===== src/rtl/hq_sched.sv =====
module hq_sched #(
  parameter int WW = 3,
  parameter int CW = 4
) (
  input  logic              clk,
  input  logic              rst_n,
  input  logic [255:0]      q_busy_i,
  input  logic [256*WW-1:0] q_wt_i,
  input  logic [32*WW-1:0]  n1_wt_i,
  input  logic [4*WW-1:0]   n2_wt_i,
  input  logic [2:0]        lvl_rr_i,
  input  logic [32*CW-1:0]  min_lim_i,
  input  logic [32*CW-1:0]  max_lim_i,
  input  logic              tick_i,
  input  logic              deq_i,
  output logic [7:0]        sel_q_o,
  output logic              sel_vld_o
);
  localparam int N1 = 32;
  localparam int N2 = 4;
  localparam int SW = WW + 3;

  function automatic logic [3:0] pick8(input logic [7:0] el, input logic [2:0] st);
    logic [2:0] ix;
    pick8 = '0;
    for (int k = 7; k >= 0; k--) begin
      ix = st + 3'(k);
      if (el[ix]) pick8 = {1'b1, ix};
    end
  endfunction

  function automatic logic [SW-1:0] step(input logic [2:0] ptr, input logic [WW-1:0] cnt,
                                         input logic [2:0] w, input logic [WW-1:0] wt);
    logic [WW:0] n;
    n = ((w == ptr) ? {1'b0, cnt} : '0) + (WW+1)'(1);
    if (n >= {1'b0, wt}) step = {w + 3'd1, {WW{1'b0}}};
    else                 step = {w, n[WW-1:0]};
  endfunction

  logic [2:0]    p1  [N1];
  logic [WW-1:0] c1  [N1];
  logic [2:0]    p2  [N2];
  logic [WW-1:0] c2  [N2];
  logic [1:0]    p3;
  logic [WW-1:0] c3;
  logic [CW-1:0] svc [N1];

  logic [N1-1:0] s1v;
  logic [2:0]    s1i [N1];
  logic [N2-1:0] s2v;
  logic [5:0]    s2i [N2];

  logic [3:0]    pk1 [N1];
  logic [3:0]    pk2 [N2];
  logic [3:0]    pk3;
  logic [N1-1:0] ok1, urg;
  logic [7:0]    cand;

  always_comb begin
    cand = '0;
    for (int n = 0; n < N1; n++)
      pk1[n] = pick8(q_busy_i[n*8 +: 8], lvl_rr_i[0] ? p1[n] : 3'd0);
    for (int n = 0; n < N1; n++) begin
      ok1[n] = s1v[n] && (max_lim_i[n*CW +: CW] == '0 || svc[n] < max_lim_i[n*CW +: CW]);
      urg[n] = ok1[n] && (svc[n] < min_lim_i[n*CW +: CW]);
    end
    for (int g = 0; g < N2; g++) begin
      cand   = (|urg[g*8 +: 8]) ? urg[g*8 +: 8] : ok1[g*8 +: 8];
      pk2[g] = pick8(cand, lvl_rr_i[1] ? p2[g] : 3'd0);
    end
    pk3 = pick8({4'b0, s2v}, lvl_rr_i[2] ? {1'b0, p3} : 3'd0);
  end

  always_ff @(posedge clk) begin
    if (!rst_n) begin
      s1v       <= '0;
      s2v       <= '0;
      sel_vld_o <= 1'b0;
      sel_q_o   <= '0;
      for (int n = 0; n < N1; n++) s1i[n] <= '0;
      for (int g = 0; g < N2; g++) s2i[g] <= '0;
    end else begin
      for (int n = 0; n < N1; n++) begin
        s1v[n] <= pk1[n][3];
        s1i[n] <= pk1[n][2:0];
      end
      for (int g = 0; g < N2; g++) begin
        s2v[g] <= pk2[g][3];
        s2i[g] <= {pk2[g][2:0], s1i[g*8 + int'(pk2[g][2:0])]};
      end
      sel_vld_o <= pk3[3];
      sel_q_o   <= pk3[3] ? {pk3[1:0], s2i[pk3[1:0]]} : 8'd0;
    end
  end

  logic          acc;
  logic [4:0]    an;
  logic [1:0]    ag;
  logic [SW-1:0] st1, st2, st3;

  assign acc = deq_i && sel_vld_o;
  assign an  = sel_q_o[7:3];
  assign ag  = sel_q_o[7:6];
  assign st1 = step(p1[an], c1[an], sel_q_o[2:0], q_wt_i[sel_q_o*WW +: WW]);
  assign st2 = step(p2[ag], c2[ag], sel_q_o[5:3], n1_wt_i[an*WW +: WW]);
  assign st3 = step({1'b0, p3}, c3, {1'b0, ag}, n2_wt_i[ag*WW +: WW]);

  always_ff @(posedge clk) begin
    if (!rst_n) begin
      p3 <= '0;
      c3 <= '0;
      for (int n = 0; n < N1; n++) begin
        p1[n]  <= '0;
        c1[n]  <= '0;
        svc[n] <= '0;
      end
      for (int g = 0; g < N2; g++) begin
        p2[g] <= '0;
        c2[g] <= '0;
      end
    end else begin
      if (acc && lvl_rr_i[0]) begin
        p1[an] <= st1[SW-1:WW];
        c1[an] <= st1[WW-1:0];
      end
      if (acc && lvl_rr_i[1]) begin
        p2[ag] <= st2[SW-1:WW];
        c2[ag] <= st2[WW-1:0];
      end
      if (acc && lvl_rr_i[2]) begin
        p3 <= st3[WW+1:WW];
        c3 <= st3[WW-1:0];
      end
      if (tick_i) begin
        for (int n = 0; n < N1; n++) svc[n] <= '0;
      end else if (acc && svc[an] != '1) begin
        svc[an] <= svc[an] + 1'b1;
      end
    end
  end
endmodule


===== config.mk =====
export PLATFORM = sky130hd
export DESIGN_NAME = hq_sched
export DESIGN_NICKNAME = d
export VERILOG_FILES = /design/src/rtl/hq_sched.sv
export SDC_FILE = /design/constraint.sdc
export NUM_CORES = 2
export LEC_CHECK = 0
export BUFFER_PORTS_ARGS = -buffer_cell sky130_fd_sc_hd__buf_2
export CAP_MARGIN = 20
export CORE_AREA = 3 3 553 555
export DETAILED_ROUTE_END_ITERATION = 12
export DIE_AREA = 0 0 556 558
export PLACE_DENSITY = 0.31
export SLEW_MARGIN = 40
export SYNTH_ARGS = -nofsm -noshare
export SYNTH_HDL_FRONTEND = slang
export SYNTH_SLANG_ARGS = --single-unit

===== constraint.sdc =====
create_clock -name clk -period 7.7 [get_ports clk]
set_input_delay 1.155 -clock clk [delete_from_list [all_inputs] [get_ports clk]]
set_output_delay 1.155 -clock clk [all_outputs]
set_load 0.005 [all_outputs]

==> summary.md <==
| Metric | Value |
|---|---|
| Fin crit share | 0.811 |
| Worst r2r src | sel_q_o[0] |
| # IOs | between 1,000 and 1,500 |
| Worst-case clock buffer depth | 3 |
| HPWL Detailed | roughly 270 mm |
| Unrepaired setup endpoints after global routing | false |
| Leakage | approximately 30 nW |
| Warnings from Yosys | 0 |
| Layout cell share with drive strength beyond 1 | 0.313 |
| Cell Chain, Critical Path | buf_12, buf_4, mux4_2, mux4_2, mux4_2, mux4_2, inv_1, ha_1, a21oi_1, nor2b_1, a311oi_2, buf_4, nand2_1, buf_4, nor2_1 |
| Buffers on Ports | about 1,400 |
| Worst hold slack | approximately 0.49 ns |
| Multi-input logic area | between 30,000 and 40,000 sq um |
| Resized cells post-CTS | 0 |
| Post-CTS Setup Bufs | 0 |
| Clock Sinks | 514 |
| Gr ovfl total | 0 |
| CTS tree | done |
| R2R setup slack | between 1 and 1.5 ns |
| Kind of end point of the critical path | register |
| VDD IR-drop max | approximately 0.18 mV |
| Antenna-violating nets left | 0 |
| Ys async rst share | 0 |
| Crit path capture | c1[25][2] |
| GRT Total Usage | 0.193 |
| Endpoints failing setup | 0 |
| Via count | roughly 55,000 |
| Register area share after synthesis | 0.246 |
| Tmin final | approximately 6.2 ns |
| Sum of buffers and inverters on the critical path | 5 |
| Crit path DAT | about 6.8 ns |
| Max-Cap Viols | 0 |
| Layout net count | 8,935 |
| Layout fillers | roughly 33,000 |
| Synthesized flop and latch total | roughly 510 |
| Iteration-0 DRC Markers | around 4,600 |
| DR DRC count | 0 |
| Post-layout util | 0.233 |
| Hold WC Path Type | reg -> reg |
| Die Width | 556 microns |
| RR Endpoint | c1[25][2] |
| Power Dens Cells | ~180 nW/um^2 |
| WS Path Type | reg -> reg |
| Relative slew slack | 0.409 |
| Pin count of the biggest net entering global routing | 80 |
| Most frequent CP cell | mux4_2 |
| First-pass GRT wire length | 427 mm |
| Synth top area cells | mux4_2 (21%), edfxtp_1 (19%), mux2i_1 (8.7%), ha_1 (6.5%), dfxtp_1 (6.1%) |
| Yosys cell types | ~110 |
| Die Area | 310,000 sq um |
| Clock insertion delay at the later pin of the skew report | ~0.7 ns |
| Worst setup SP type | register |
| FP Rows | roughly 200 |
| Synth area leader | mux4_2 |
| Synth Flop Type | edfxtp_1 |
| Die height | between 500 and 600 microns |
| Synth Area per Inst | about 9.4 sq um |
| Starting density of the core | 0.185 |
| Drt pass-1 iters | 8 |
| Initial antenna violation count | 131 |
| Post-synth top area share | 0.210 |
| WL/cell | roughly 28 microns |
| H-tree levels | 3 |
| Routed WL | 317 mm |
| CTS root buffer | clkbuf_16 |
| Gpl congestion | roughly 0.9 |
| Cells on worst reg2reg path | 15 |
| Register area | about 14,000 sq um |
| Status | complete, no violations |
| Post-synth EDFFs | ~340 |
| Slowest CP cell | mux4_2 |
| Worst path required time | just over 8 ns |
| Num CTS Buffers | between 70 and 80 |
| Worst slack at placement | 1.28 ns |
| Vias per cell | 4.78 |
| Post-Syn Nets | ~7,600 |
| Hold_buf cts | 0 |
| Achievable frequency | 160 MHz |
| Clk pin slew, worst setup/hold paths | approximately 0.06 ns |
| Syn Std Cell Area | approximately 56,000 sq um |
| Worst path depth | 15 |
| Worst Skew | 0.0422 ns |
| PnR worst setup slack | around 1.5 ns |
| Post-Syn Instances | just under 6,000 |
| Area growth from synthesis to layout | 26.4% |
| Fin. max-slew vios | 0 |
| Critical Path Fanout Max | 23 |
| Total core area | between 300,000 and 400,000 sq um |
| Crit path from | sel_q_o[0] |
| Top delay family on crit path | multiplexers |
| Fin. Hold Viols | 0 |
| Slew of the pin with the lowest slew margin | approximately 0.89 ns |
| Critical path's largest stage delay | around 0.73 ns |
| Vias in the first global route | about 54,000 |
| Post-Route Setup TNS | 0 ns |
==> how the worst min path moves through the flow <==
stage | from | slack (ns) | cells past startpoint | endpoint
floorplan | c3[0] | 0.45 | 2 | c3[0]
global placement | c3[0] | 0.46 | 2 | c3[0]
detailed placement | c3[0] | 0.48 | 2 | c3[0]
CTS | c3[0] | 0.49 | 2 | c3[0]
global route | c3[0] | 0.55 | 2 | c3[0]
finish | c3[0] | 0.49 | 2 | c3[0]
==> worst register-to-register path, stage by stage, from the launching register on <==
cell and delay [ns]:
dfxtp_4 0.68, buf_12 0.30, buf_4 0.37, mux4_2 0.73, mux4_2 0.71, mux4_2 0.59, mux4_2 0.52, inv_1 0.25
ha_1 0.30, a21oi_1 0.15, nor2b_1 0.07, a311oi_2 0.23, buf_4 0.23, nand2_1 0.42, buf_4 0.40, nor2_1 0.14
==> area by class of cell <==
| class | instances | area share |
|---|---|---|
| inverter | 374 | 0.0200 |
| sequential | 514 | 0.195 |
| clock buffer | 106 | 0.0308 |
| tap | 3978 | 0.0706 |
| antenna | 141 | 0.00501 |
| multi-input combinational | 4803 | 0.564 |
| timing repair buffer | 1488 | 0.111 |
| clock inverter | 26 | 0.00383 |
==> cells in the final DEF (no fill, tap or decap), types with 73 or more instances in the layout <==
cell / synthesis / routed
buf_2: 34 / 1402
nand2_1: 771 / 771
nor2_1: 648 / 646
mux4_2: 520 / 520
mux2i_1: 482 / 480
inv_1: 351 / 350
edfxtp_1: 344 / 344
a21oi_1: 323 / 321
ha_1: 288 / 288
o21ai_0: 277 / 271
dfxtp_1: 170 / 162
nand2b_1: 151 / 151
diode_2: 0 / 141
nand3_1: 109 / 107
and2_1: 104 / 104
xor2_1: 87 / 86
nor2b_1: 80 / 79
clkbuf_16: 0 / 78
a31oi_1: 76 / 75
buf_4: 1 / 73
==> cells by family (layout without fill, tap and decap cells) <==
kind of cell | count (synthesis) | count (layout) | synth area share
and+or+nand+nor | 2051 | 2051 | 0.165
DFF | 514 | 514 | 0.246
muxes | 1053 | 1053 | 0.307
adders and majority gates | 288 | 288 | 0.0646
xor gates and xnor gates | 142 | 142 | 0.0223
buffers and inverters | 634 | 1994 | 0.0439
other | 0 | 141 | 0
AOI/OAI and AO/OA | 1269 | 1269 | 0.150
==> through the flow <==
stage,instances,instance area (sq um),total power (W)
2_1_floorplan,5951,55700,0.00675
3_3_place_gp,11200,67500,0.00923
3_5_place_dp,11200,67600,0.00932
4_1_cts,11300,70100,0.0129
5_1_grt,11400,70300,0.0134
6_report,11400,70500,0.0127
==> where the power goes <==
| part | switching, W | internal [W] | total (W) | leakage [nW] |
|---|---|---|---|---|
| combinational | 0.00340 | 0.00240 | 0.00580 | 23.7 |
| sequential | 0.000306 | 0.00312 | 0.00342 | 5.07 |
| clock | 0.00142 | 0.00207 | 0.00349 | 1.19 |
| total | 0.00513 | 0.00758 | 0.0127 | 29.9 |
==> registers in the layout, summed over array words and instances, names as in the netlist <==
signal,count
sel_q_o,8
s2i,24
c3,3
c1,96
s1v,32
svc,128
p1,96
p2,12
s1i,96
c2,12
s2v,4
sel_vld_o,1
p3,2
==> cell usage after synthesis, types with 80 or more instances <==
library cell	count
o21ai_0	277
nand3_1	109
mux4_2	520
nor2b_1	80
ha_1	288
dfxtp_1	170
and2_1	104
inv_1	351
nand2_1	771
a21oi_1	323
nor2_1	648
xor2_1	87
clkbuf_1	186
nand2b_1	151
edfxtp_1	344
mux2i_1	482
==> layer usage <==
layer	global-route usage	wire length, microns	up-vias
met5	0	407	-
li1	-	-	25200
met1	0.275	146000	27100
met4	0.0347	4740	72
met2	0.294	140000	1932
met3	0.0516	25600	273
Note: power is estimated with default switching activity, not from simulation.
